==> config.mk <==
export PLATFORM = sky130hd
export DESIGN_NAME = flash_rdmode_ctrl
export DESIGN_NICKNAME = d
export VERILOG_FILES = /design/src/rtl/flash_rdmode_pkg.sv /design/src/rtl/frm_cmd_strobe.sv /design/src/rtl/frm_mode_reg.sv /design/src/rtl/frm_data_mux.sv /design/src/rtl/flash_rdmode_ctrl.sv
export SDC_FILE = /design/constraint.sdc
export NUM_CORES = 1
export LEC_CHECK = 0
export ABC_CLOCK_PERIOD_IN_PS = 2900
export BUFFER_PORTS_ARGS = -buffer_cell sky130_fd_sc_hd__buf_2
export CORE_MARGIN = 1
export CORE_UTILIZATION = 34
export DETAILED_ROUTE_END_ITERATION = 8
export PLACE_DENSITY_LB_ADDON = 0.12
export SETUP_SLACK_MARGIN = 0.2
export SYNTH_ARGS = -nofsm -noshare
export SYNTH_HDL_FRONTEND = slang
export SYNTH_SLANG_ARGS = --single-unit
==> constraint.sdc <==
create_clock -name clk -period 2.9 [get_ports clk]
set_input_delay 0 -clock clk [delete_from_list [all_inputs] [get_ports clk]]
set_output_delay 0 -clock clk [all_outputs]
set_load 0.01 [all_outputs]
==> src/rtl/flash_rdmode_pkg.sv <==
// Shared types and constants for the flash read-mode interpreter.
// Assumes single-byte commands and a 16-bit data path.
package flash_rdmode_pkg;
    typedef enum logic [1:0] {
        MODE_ARRAY  = 2'd0,
        MODE_IDENT  = 2'd1,
        MODE_STATUS = 2'd2,
        MODE_QUERY  = 2'd3
    } rd_mode_e;

    localparam int CMD_W = 8;
    localparam int DATA_W = 16;
    localparam int NUM_MODES = 4;

    localparam logic [CMD_W-1:0] CMD_ARRAY  = 8'hFF;
    localparam logic [CMD_W-1:0] CMD_IDENT  = 8'h90;
    localparam logic [CMD_W-1:0] CMD_STATUS = 8'h70;
    localparam logic [CMD_W-1:0] CMD_QUERY  = 8'h98;

    localparam int ST_READY_BIT = 7;
    localparam int ST_ESUSP_BIT = 6;
    localparam int ST_PSUSP_BIT = 2;
endpackage

==> src/rtl/frm_cmd_strobe.sv <==
// Command strobe: pulses for one clock when a rising edge of write enable
// is seen while the chip is selected. Assumes we_n is synchronous to clk.
module frm_cmd_strobe (
    input  logic clk,
    input  logic rst_n,
    input  logic ce_n,
    input  logic we_n,
    output logic cmd_stb
);
    logic we_q;

    // Remember last sampled write enable; idle high after reset.
    always_ff @(posedge clk) begin
        if (!rst_n) we_q <= 1'b1;
        else        we_q <= we_n;
    end

    // Rising edge of we_n with the chip selected.
    always_comb cmd_stb = !ce_n && we_n && !we_q;
endmodule

==> src/rtl/frm_mode_reg.sv <==
// Read-mode register: decodes command bytes and applies the rule that
// returning to array reads is refused while the write engine runs
// unsuspended. A refused request is discarded.
module frm_mode_reg
    import flash_rdmode_pkg::*;
(
    input  logic             clk,
    input  logic             rst_n,
    input  logic             cmd_stb,
    input  logic [CMD_W-1:0] cmd_in,
    input  logic             wsm_busy,
    input  logic             erase_susp,
    input  logic             prog_susp,
    output rd_mode_e         mode
);
    rd_mode_e mode_nxt;
    logic     array_ok;

    // Array return allowed when idle or suspended.
    always_comb array_ok = !wsm_busy || erase_susp || prog_susp;

    // Next-mode decode from the command byte.
    always_comb begin
        mode_nxt = mode;
        if (cmd_stb) begin
            unique case (cmd_in)
                CMD_ARRAY:  if (array_ok) mode_nxt = MODE_ARRAY;
                CMD_IDENT:  mode_nxt = MODE_IDENT;
                CMD_STATUS: mode_nxt = MODE_STATUS;
                CMD_QUERY:  mode_nxt = MODE_QUERY;
                default:    mode_nxt = mode;
            endcase
        end
    end

    // Mode register with array default.
    always_ff @(posedge clk) begin
        if (!rst_n) mode <= MODE_ARRAY;
        else        mode <= mode_nxt;
    end


    reset_default_chk: assert property (@(posedge clk) !rst_n |=> mode == MODE_ARRAY);


    hold_mode_chk: assert property (@(posedge clk) disable iff (!rst_n)
        !cmd_stb |=> $stable(mode));


    busy_block_chk: assert property (@(posedge clk) disable iff (!rst_n)
        (cmd_stb && cmd_in == CMD_ARRAY && wsm_busy && !erase_susp && !prog_susp)
        |=> $stable(mode));


    array_accept_chk: assert property (@(posedge clk) disable iff (!rst_n)
        (cmd_stb && cmd_in == CMD_ARRAY && (!wsm_busy || erase_susp || prog_susp))
        |=> mode == MODE_ARRAY);
endmodule

==> src/rtl/frm_data_mux.sv <==
// Output path: one-hot select from the mode, the status word, the constant
// identifier/query tables and the bus gating. Purely combinational.
module frm_data_mux
    import flash_rdmode_pkg::*;
#(
    parameter logic [DATA_W-1:0] MFR_CODE = 16'h00A5,
    parameter logic [DATA_W-1:0] DEV_CODE = 16'h0017
) (
    input  rd_mode_e              mode,
    input  logic                  ce_n,
    input  logic                  oe_n,
    input  logic                  we_n,
    input  logic [3:0]            addr_in,
    input  logic                  wsm_busy,
    input  logic                  erase_susp,
    input  logic                  prog_susp,
    input  logic [DATA_W-1:0]     array_data,
    output logic [NUM_MODES-1:0]  sel,
    output logic                  data_oe,
    output logic [DATA_W-1:0]     data_out
);
    logic [DATA_W-1:0] status_w, ident_w, query_w, src_w;

    // Query table entry for a two-bit index.
    function automatic logic [DATA_W-1:0] query_entry(input logic [1:0] idx);
        case (idx)
            2'd0:    return 16'h0051;
            2'd1:    return 16'h0052;
            2'd2:    return 16'h0059;
            default: return '0;
        endcase
    endfunction

    // One select line per mode.
    for (genvar m = 0; m < NUM_MODES; m++) begin : g_sel
        assign sel[m] = (mode == rd_mode_e'(m));
    end

    // Status word assembly.
    always_comb begin
        status_w = '0;
        status_w[ST_READY_BIT] = !wsm_busy;
        status_w[ST_ESUSP_BIT] = erase_susp;
        status_w[ST_PSUSP_BIT] = prog_susp;
    end

    // Constant tables.
    always_comb ident_w = addr_in[0] ? DEV_CODE : MFR_CODE;
    always_comb query_w = query_entry(addr_in[1:0]);

    // One-hot source selection.
    always_comb begin
        src_w = '0;
        if (sel[MODE_ARRAY])  src_w = array_data;
        if (sel[MODE_IDENT])  src_w = ident_w;
        if (sel[MODE_STATUS]) src_w = status_w;
        if (sel[MODE_QUERY])  src_w = query_w;
    end

    // Bus gating.
    always_comb data_oe  = !ce_n && !oe_n && we_n;
    always_comb data_out = data_oe ? src_w : '0;
endmodule

==> src/rtl/flash_rdmode_ctrl.sv <==
// Top of the flash read-mode interpreter: strobe detect, mode register and
// output path. Assumes all bus inputs are synchronous to clk.
module flash_rdmode_ctrl
    import flash_rdmode_pkg::*;
(
    input  logic        clk,
    input  logic        rst_n,
    input  logic        ce_n,
    input  logic        oe_n,
    input  logic        we_n,
    input  logic [7:0]  cmd_in,
    input  logic [3:0]  addr_in,
    input  logic        wsm_busy,
    input  logic        erase_susp,
    input  logic        prog_susp,
    input  logic [15:0] array_data,
    output logic [15:0] data_out,
    output logic        data_oe,
    output logic [1:0]  mode_out,
    output logic [3:0]  sel_out
);
    logic     cmd_stb;
    rd_mode_e mode;

    frm_cmd_strobe u_stb (
        .clk(clk), .rst_n(rst_n), .ce_n(ce_n), .we_n(we_n), .cmd_stb(cmd_stb)
    );

    frm_mode_reg u_mode (
        .clk(clk), .rst_n(rst_n), .cmd_stb(cmd_stb), .cmd_in(cmd_in),
        .wsm_busy(wsm_busy), .erase_susp(erase_susp), .prog_susp(prog_susp),
        .mode(mode)
    );

    frm_data_mux u_mux (
        .mode(mode), .ce_n(ce_n), .oe_n(oe_n), .we_n(we_n), .addr_in(addr_in),
        .wsm_busy(wsm_busy), .erase_susp(erase_susp), .prog_susp(prog_susp),
        .array_data(array_data), .sel(sel_out), .data_oe(data_oe),
        .data_out(data_out)
    );

    assign mode_out = mode;


    sel_onehot_chk: assert property (@(posedge clk) disable iff (!rst_n)
        $onehot0(sel_out) && sel_out != 4'b0000);
endmodule

Word level (Yosys, flattened, before mapping)
Index checks and enable logic that the tools add are counted.
{"block": "totals", "elab_cells": 35, "output_inout_bits": 23, "register_bits": 3}
{"block": "op_classes", "n_eq_ne": 10, "muxes": 9, "n_reduce_logical": 14}
{"operator": "16-bit 2-to-1 mux", "n": 5}
{"operator": "8-bit == test, second input constant", "n": 3}
{"operator": "7-bit one-hot mux with 3 select lines", "n": 1}
{"operator": "8-bit by 7-bit == test with 1-bit output, second input constant", "n": 1}
{"operator": "8-bit 2-to-1 mux", "n": 1}
{"operator": "2-bit one-hot mux with 4 select lines", "n": 1}
{"operator": "2-bit == test, second input constant", "n": 3}
{"operator": "2-bit by 1-bit == test with 1-bit output, second input constant", "n": 2}
{"operator": "1-bit logical AND", "n": 4}
{"operator": "1-bit zero test", "n": 4}
{"operator": "2-bit zero test", "n": 2}
{"operator": "4-bit nonzero test", "n": 1}
{"operator": "3-bit AND reduction", "n": 1}
{"operator": "1-bit logical OR", "n": 2}
{"operator": "2-bit 2-to-1 mux", "n": 1}
{"operator": "2-bit by 1-bit != test with 1-bit output, second input constant", "n": 1}

Logic depth before layout (Yosys ltp)
Gate-level depths: netlist of run 1.
{"block": "depth", "depth_word": 6, "ltp_mapped": 5, "depth_no_buf": 4}

By module
A second synthesis of run 1 with hierarchy kept.
{"block": "hier_totals", "hier_cells": 70, "hier_area_um2": 504.2}
{"module": "frm_data_mux", "instances": 1, "seq_area_each_um2": 0.0, "area_per_inst_um2": 285.3, "cells_each": 48}
{"module": "frm_mode_reg", "instances": 1, "seq_area_each_um2": 40.0, "area_per_inst_um2": 180.2, "cells_each": 19}
{"module": "frm_cmd_strobe", "instances": 1, "seq_area_each_um2": 20.0, "area_per_inst_um2": 38.8, "cells_each": 3}

Worst setup path before layout of run 1
No wires, ideal clock.
{"block": "synth_path", "kind": "reg2out", "from": "register u_mode.mode[0]", "to": "output data_out[7]", "path_slack_ns": 1.739, "path_stages_with_launch": 6, "arrival_ns": 1.161, "path_buffers": 1, "path_cell_list": "dfxtp_1 buf_2 inv_2 nor3_1 a21oi_1 nor2_1"}
{"block": "synth_via", "elab_chain_cells": 6}
{"element": "start, declared", "line": "frm_mode_reg.sv:14", "source": "output rd_mode_e mode"}
{"element": "start signal, assigned", "line": "frm_mode_reg.sv:39", "source": "else mode <= mode_nxt;"}
{"element": "2-bit zero test", "line": "frm_data_mux.sv:36", "source": "assign sel[m] = (mode == rd_mode_e'(m));"}
{"element": "16-bit 2-to-1 mux", "line": "frm_data_mux.sv:54", "source": "if (sel[MODE_ARRAY]) src_w = array_data;"}
{"element": "16-bit 2-to-1 mux", "line": "frm_data_mux.sv:55", "source": "if (sel[MODE_IDENT]) src_w = ident_w;"}
{"element": "16-bit 2-to-1 mux", "line": "frm_data_mux.sv:56", "source": "if (sel[MODE_STATUS]) src_w = status_w;"}
{"element": "16-bit 2-to-1 mux (*)", "line": "frm_data_mux.sv:57", "source": "if (sel[MODE_QUERY]) src_w = query_w;"}
{"element": "16-bit 2-to-1 mux (*)", "line": "frm_data_mux.sv:62", "source": "always_comb data_out = data_oe ? src_w : '0;"}
{"element": "end, declared", "line": "flash_rdmode_ctrl.sv:17", "source": "output logic [15:0] data_out,"}
Every way passes the cells marked *; elsewhere a longest branch is shown, timed or not.

Worst setup path in the final report of run 1
{"block": "layout_path", "from": "input we_n", "to": "output data_out[12]"}
{"block": "layout_via", "elab_chain_cells": 2}
{"element": "start, declared", "line": "flash_rdmode_ctrl.sv:10", "source": "input logic we_n,"}
{"element": "1-bit logical AND", "line": "frm_data_mux.sv:61", "source": "always_comb data_oe = !ce_n && !oe_n && we_n;"}
{"element": "16-bit 2-to-1 mux", "line": "frm_data_mux.sv:62"}
No other way between the ends.

==> results of run 1 <==
[placed cells by master, fill, tap and decap left out, drive strengths merged, types with 3 or more instances in the layout]
master / count
clkbuf: 4
mux2i: 3
nor2b: 3
nor3b: 3
nor2: 14
a21oi: 5
buf: 56
nand2: 5
nand3: 3
nor3: 4
dfxtp: 3
and2: 9
[flip-flops by register name (all words and copies together) (netlist names)]
| register | cells |
|---|---|
| u_mode.mode | 2 |
| u_stb.we_q | 1 |
[routing by layer]
metal | vias to the layer above | share of wire (%)
li1 | 371 | -
met3 | 2 | 8.3
met1 | 306 | 42
met2 | 33 | 49
met4 | 0 | 0.58
met5 | - | 0
[kinds of logic after synthesis]
group                  Yosys count
multiplexers                     3
buffers and inverters            6
AO/OA/AOI/OAI                   12
AND/OR/NAND/NOR                 47
flip-flops                       3
[through the flow]
step                      total power, mW  hold slack [ns]
after floorplan                    0.0666           0.0730
after global placement             0.0986            0.206
after detailed placement           0.0999            0.212
after CTS                           0.178           0.0595
after global routing                0.190           0.0646
final                               0.175           0.0659
[critical path: stages]
cell and delay (ns):
dlygate4sd3_1 0.52, buf_2 0.11, or3b_1 0.54, nor3_4 0.26, and2_1 0.16, buf_2 0.12
[final cells by class]
cell class,instances,area (sq um)
clock buffers,4,26.3
fillers,129,507
inverters,2,7.51
multi-input cells,62,398
flip-flops and latches,3,60.1
well taps,15,18.8
repair buffers,58,300
[timing repair]
| action | in CTS | in global routing |
|---|---|---|
| buffers inserted | 0 | 0 |
| hold endpoints to repair | 1 | 0 |
| hold buffers | 2 | 0 |
[path summary, 6_finish.rpt]
kind,startpoint,endpoint,cells after the start
worst min register to register,u_mode.mode[0],u_mode.mode[0],2
worst min-delay path,rst_n,u_mode.mode[1],3
worst max-delay path,we_n,data_out[12],6
worst max register to register,u_stb.we_q,u_mode.mode[0],4
[power groups by stage]
stage	sequential, mW	clock [mW]	combinational [mW]
floorplan	0.0431	0	0.0234
global placement	0.0432	0	0.0554
detailed placement	0.0432	0	0.0568
CTS	0.0425	0.0766	0.0590
global route	0.0425	0.0815	0.0655
finish	0.0425	0.0743	0.0586
==> results.toml, run 1 <==
[routing]
drtAntennaViolNets = 0
vias = 712
drcViolationCount = 0
via_per_inst = 4.94
wire_per_inst_um = 9.50
drt_wl_total_mm = 1.37
drtPass1Iterations = 2
drtIter0Drc = 5

[job]
max-cap-violations = 0

[power_and_ir_drop]
power.switching_uw = 49.3
p_per_area_nw_per_um2 = 216
clockPowerShare_pct = 42.4
ir_drop_mv = 0.115
power_leakage_nw = 0.437
switching_share_pct = 28.1
power_frac_comb_pct = 33.4
share_seq_of_total_power_pct = 24.2
intPower_uw = 126

[grt]
overflow = 0
gr-usage-met2_pct = 29.8
grt_max_degree = 21
grt_pass1_vias = 492
grt_first_pass_wirelength_mm = 1.84
top_usage_layer = "met2"
gr-usage-met1_pct = 19.0
use_met3_pct = 3.33
grt_usage_pct = 16.8
antenna_found_initial = 0

[synthesis]
yosys.cell_count.top_type = "nor2_1"
syn_area_sq_um = 492
synth_nets = 107
synth-simple-area-share_pct = 57.5
synth-adder-area-share_pct = 0
ys_seq_area_share_pct = 12.2
ys_ff_latch = 3
synthMuxAreaShare_pct = 6.11
synth_top_family_by_area = "simple AND/OR/NAND/NOR gates"
yosysUniqueCellTypes = 26
ys_warn_count = 0
synth_area_leaders = "dfxtp_1, and2_1, nor2_1"
yosysTopAreaCellShare_pct = 12.2
syn_avg_cell_area_sq_um = 6.93
synth_top_area_cell = "dfxtp_1"
synth_ff_type = "dfxtp_1"
synth_edf_count = 0
synth_xor_area_share_pct = 0
synth_commonest_cells = "nor2_1, and2_1, a21oi_1, nand2_1"
async_flop_share_pct = 0
synthCells = 71
synth_compound_area_share_pct = 17.3

[critical_path]
crit_required_ns = 2.90
cp.arrival_ns = 1.71
end_kind = "output port"
rrSetupSlack_ns = 1.80
path_class = "input port to output port"
crit_path_max_fanout = 10
cp-start-kind = "input port"

[timing]
timing.slew.headroom_pct = 54.5
fin_ws_ns = 1.19
worstMarginPinSlew_ns = 0.681
fin_skew_ns = 0.00370
setup_viol = 0
rsz0062_at_grt = "no"
drv_slew = 0
hold_violations = 0
setup_tns_ns = 0
fmax_mhz = 584
timing.final.crit_period_ns = 1.71
min_period_over_period_pct = 59.0

[placed_design]
dp_cells = 138
dp_slack_ns = 1.48
place_congestion = 0.771
place.port_buffers = 56
dpl-instance-area_sq_um = 764
dp_hpwl_mm = 1.12

[floorplanning]
die-area_sq_um = 1600
die_x_um = 40.0
io_pins = 59
coreArea_sq_um = 1320
initial_core_util_pct = 37.3
die_y_um = 40.0
rows = 13

[finish]
syn_to_final_growth_pct = 64.9
diodes = 0
finish.instance_area_sq_um = 811
fin_util_pct = 61.5
finalNonFillerCells = 144
drive_above_1_share_pct = 51.2
nets = 166

[cts]
cts_root_buffer = "clkbuf_4"
cts_tree = "built"
clkSinkCount = 3
post_cts_resized = 0
h-tree-depth = 1
clkTransAtPathRegs_ns = 0.04
cts_buffer_depth = 2
clock_latency_ns = 0.24
numCtsBuffers = 3

[hold_path]
hold_class = "input port to register"

[outcome]
status = "finished, final reports clean"
Power figures use the tool's default switching activity.
==> run 2: changes to the inputs <==
ABC_CLOCK_PERIOD_IN_PS = 1700   (was 2900)
CORE_UTILIZATION = 32   (was 34)
clock period = 1.7 ns   (was 2.9 ns; I/O delays follow)
==> results.toml, run 2 (synthesis gave the netlist of run 1 again) <==
[floorplanning]
die-area_sq_um = 1700
rows = 13
coreArea_sq_um = 1370
initial_core_util_pct = 36.0
die_x_um = 41.2
die_y_um = 41.2
io_pins = 59

[routing]
drtAntennaViolNets = 0
drtIter0Drc = 3
drcViolationCount = 0
wire_per_inst_um = 9.71
drt_wl_total_mm = 1.42
via_per_inst = 4.82
drtPass1Iterations = 3
vias = 703

[placed_design]
place.port_buffers = 56
dp_hpwl_mm = 1.16
dp_slack_ns = 0.437
place_congestion = 0.615
dp_cells = 140

[grt]
grt_usage_pct = 16.8
antenna_found_initial = 0
grt_pass1_vias = 524
overflow = 0
grt_first_pass_wirelength_mm = 1.93
grt_max_degree = 14

[finish]
largestRegisters = "u_mode.mode: 2 flops, u_stb.we_q: 1 flops"
diodes = 0
syn_to_final_growth_pct = 68.4
largest_register_ffs = 2
final_common_cell = "buf_2"
top_register = "u_mode.mode"
final_cell_mix = "buf_2, nor2_1, and2_1"
drive_above_1_share_pct = 53.4
fillerInstances = 146
finalNonFillerCells = 146
nets = 168

[cts]
cts_root_buffer = "clkbuf_4"
clock_latency_ns = 0.23
clkSinkCount = 3
numCtsBuffers = 3
h-tree-depth = 1
clkTransAtPathRegs_ns = 0.04
cts_buffer_depth = 2
cts_tree = "built"

[critical_path]
end_kind = "output port"
crit_path_max_fanout = 13
cp.arrival_ns = 1.34
crit_required_ns = 1.70
cp-start-kind = "register"
path_class = "register to output port"

[timing]
fin_ws_ns = 0.363
whs_ns = 0.0586
rsz0062_at_grt = "no"
setup_viol = 0
fmax_mhz = 748
timing.slew.headroom_pct = 73.9
drv_slew = 0
worstMarginPinSlew_ns = 0.391
hold_violations = 0
setup_tns_ns = 0
min_period_over_period_pct = 78.6
fin_skew_ns = 0.00115
timing.final.crit_period_ns = 1.34

[power_and_ir_drop]
p_per_area_nw_per_um2 = 358
total_power_uw = 297
ir_drop_mv = 0.480
power_leakage_nw = 0.449

[outcome]
status = "finished, final reports clean"

[job]
max-cap-violations = 0

[hold_path]
hold_class = "input port to register"
## run 2: cell types whose count changed in the layout (fill, tap and decap cells not counted), sizes merged
cell,delta
buf,+2
## run 2: power breakdown
part,internal [mW],switching (mW)
clock,0.0879,0.0364
sequential,0.0720,0.000492
combinational,0.0550,0.0449
total,0.215,0.0817
## run 2: worst paths after layout
kind,slack [ns],cells past startpoint,start,to
max,0.36,4,u_mode.mode[1],data_out[10]
min,0.06,3,rst_n,u_mode.mode[1]
max reg2reg,0.57,4,u_stb.we_q,u_mode.mode[0]
min reg2reg,0.55,2,u_mode.mode[0],u_mode.mode[0]
## run 2: final cells by class
class / instances / area [sq um] / area share, %
Clock buffer: 4 / 26.3 / 3.17
Inverter: 2 / 7.51 / 0.906
Multi-Input combinational cell: 62 / 398 / 48.0
Sequential cell: 3 / 62.6 / 7.55
Tap cell: 15 / 18.8 / 2.27
Timing Repair Buffer: 60 / 315 / 38.1
## run 2: timing repair
item	in CTS	in global routing
gates cloned	0	0
hold buffers	2	0
endpoints found under the setup margin	1	5
hold endpoints to repair	1	0
resized for setup	1	1
setup buffers	0	0
## run 2: worst max-delay path, stage by stage, from the launching register on
cell and delay (ns):
dfxtp_2 0.38, buf_4 0.19, nor3_4 0.26, and2_1 0.16, buf_2 0.12
## run 2: routing by layer
layer  GRT usage, %  vias up  wire length (um)
met5              0        -                 0
met3           4.89        0               105
li1               -      372                 -
met2           32.0       30               709
met1           18.3      301               603
met4           2.42        0                 0
## run 2: through the flow
step	utilization [%]	cell area [sq um]
after global routing	60.6	828
after CTS	60.5	827
after floorplan	-	492
after global placement	57.1	779
after detailed placement	57.1	779
final	60.6	828
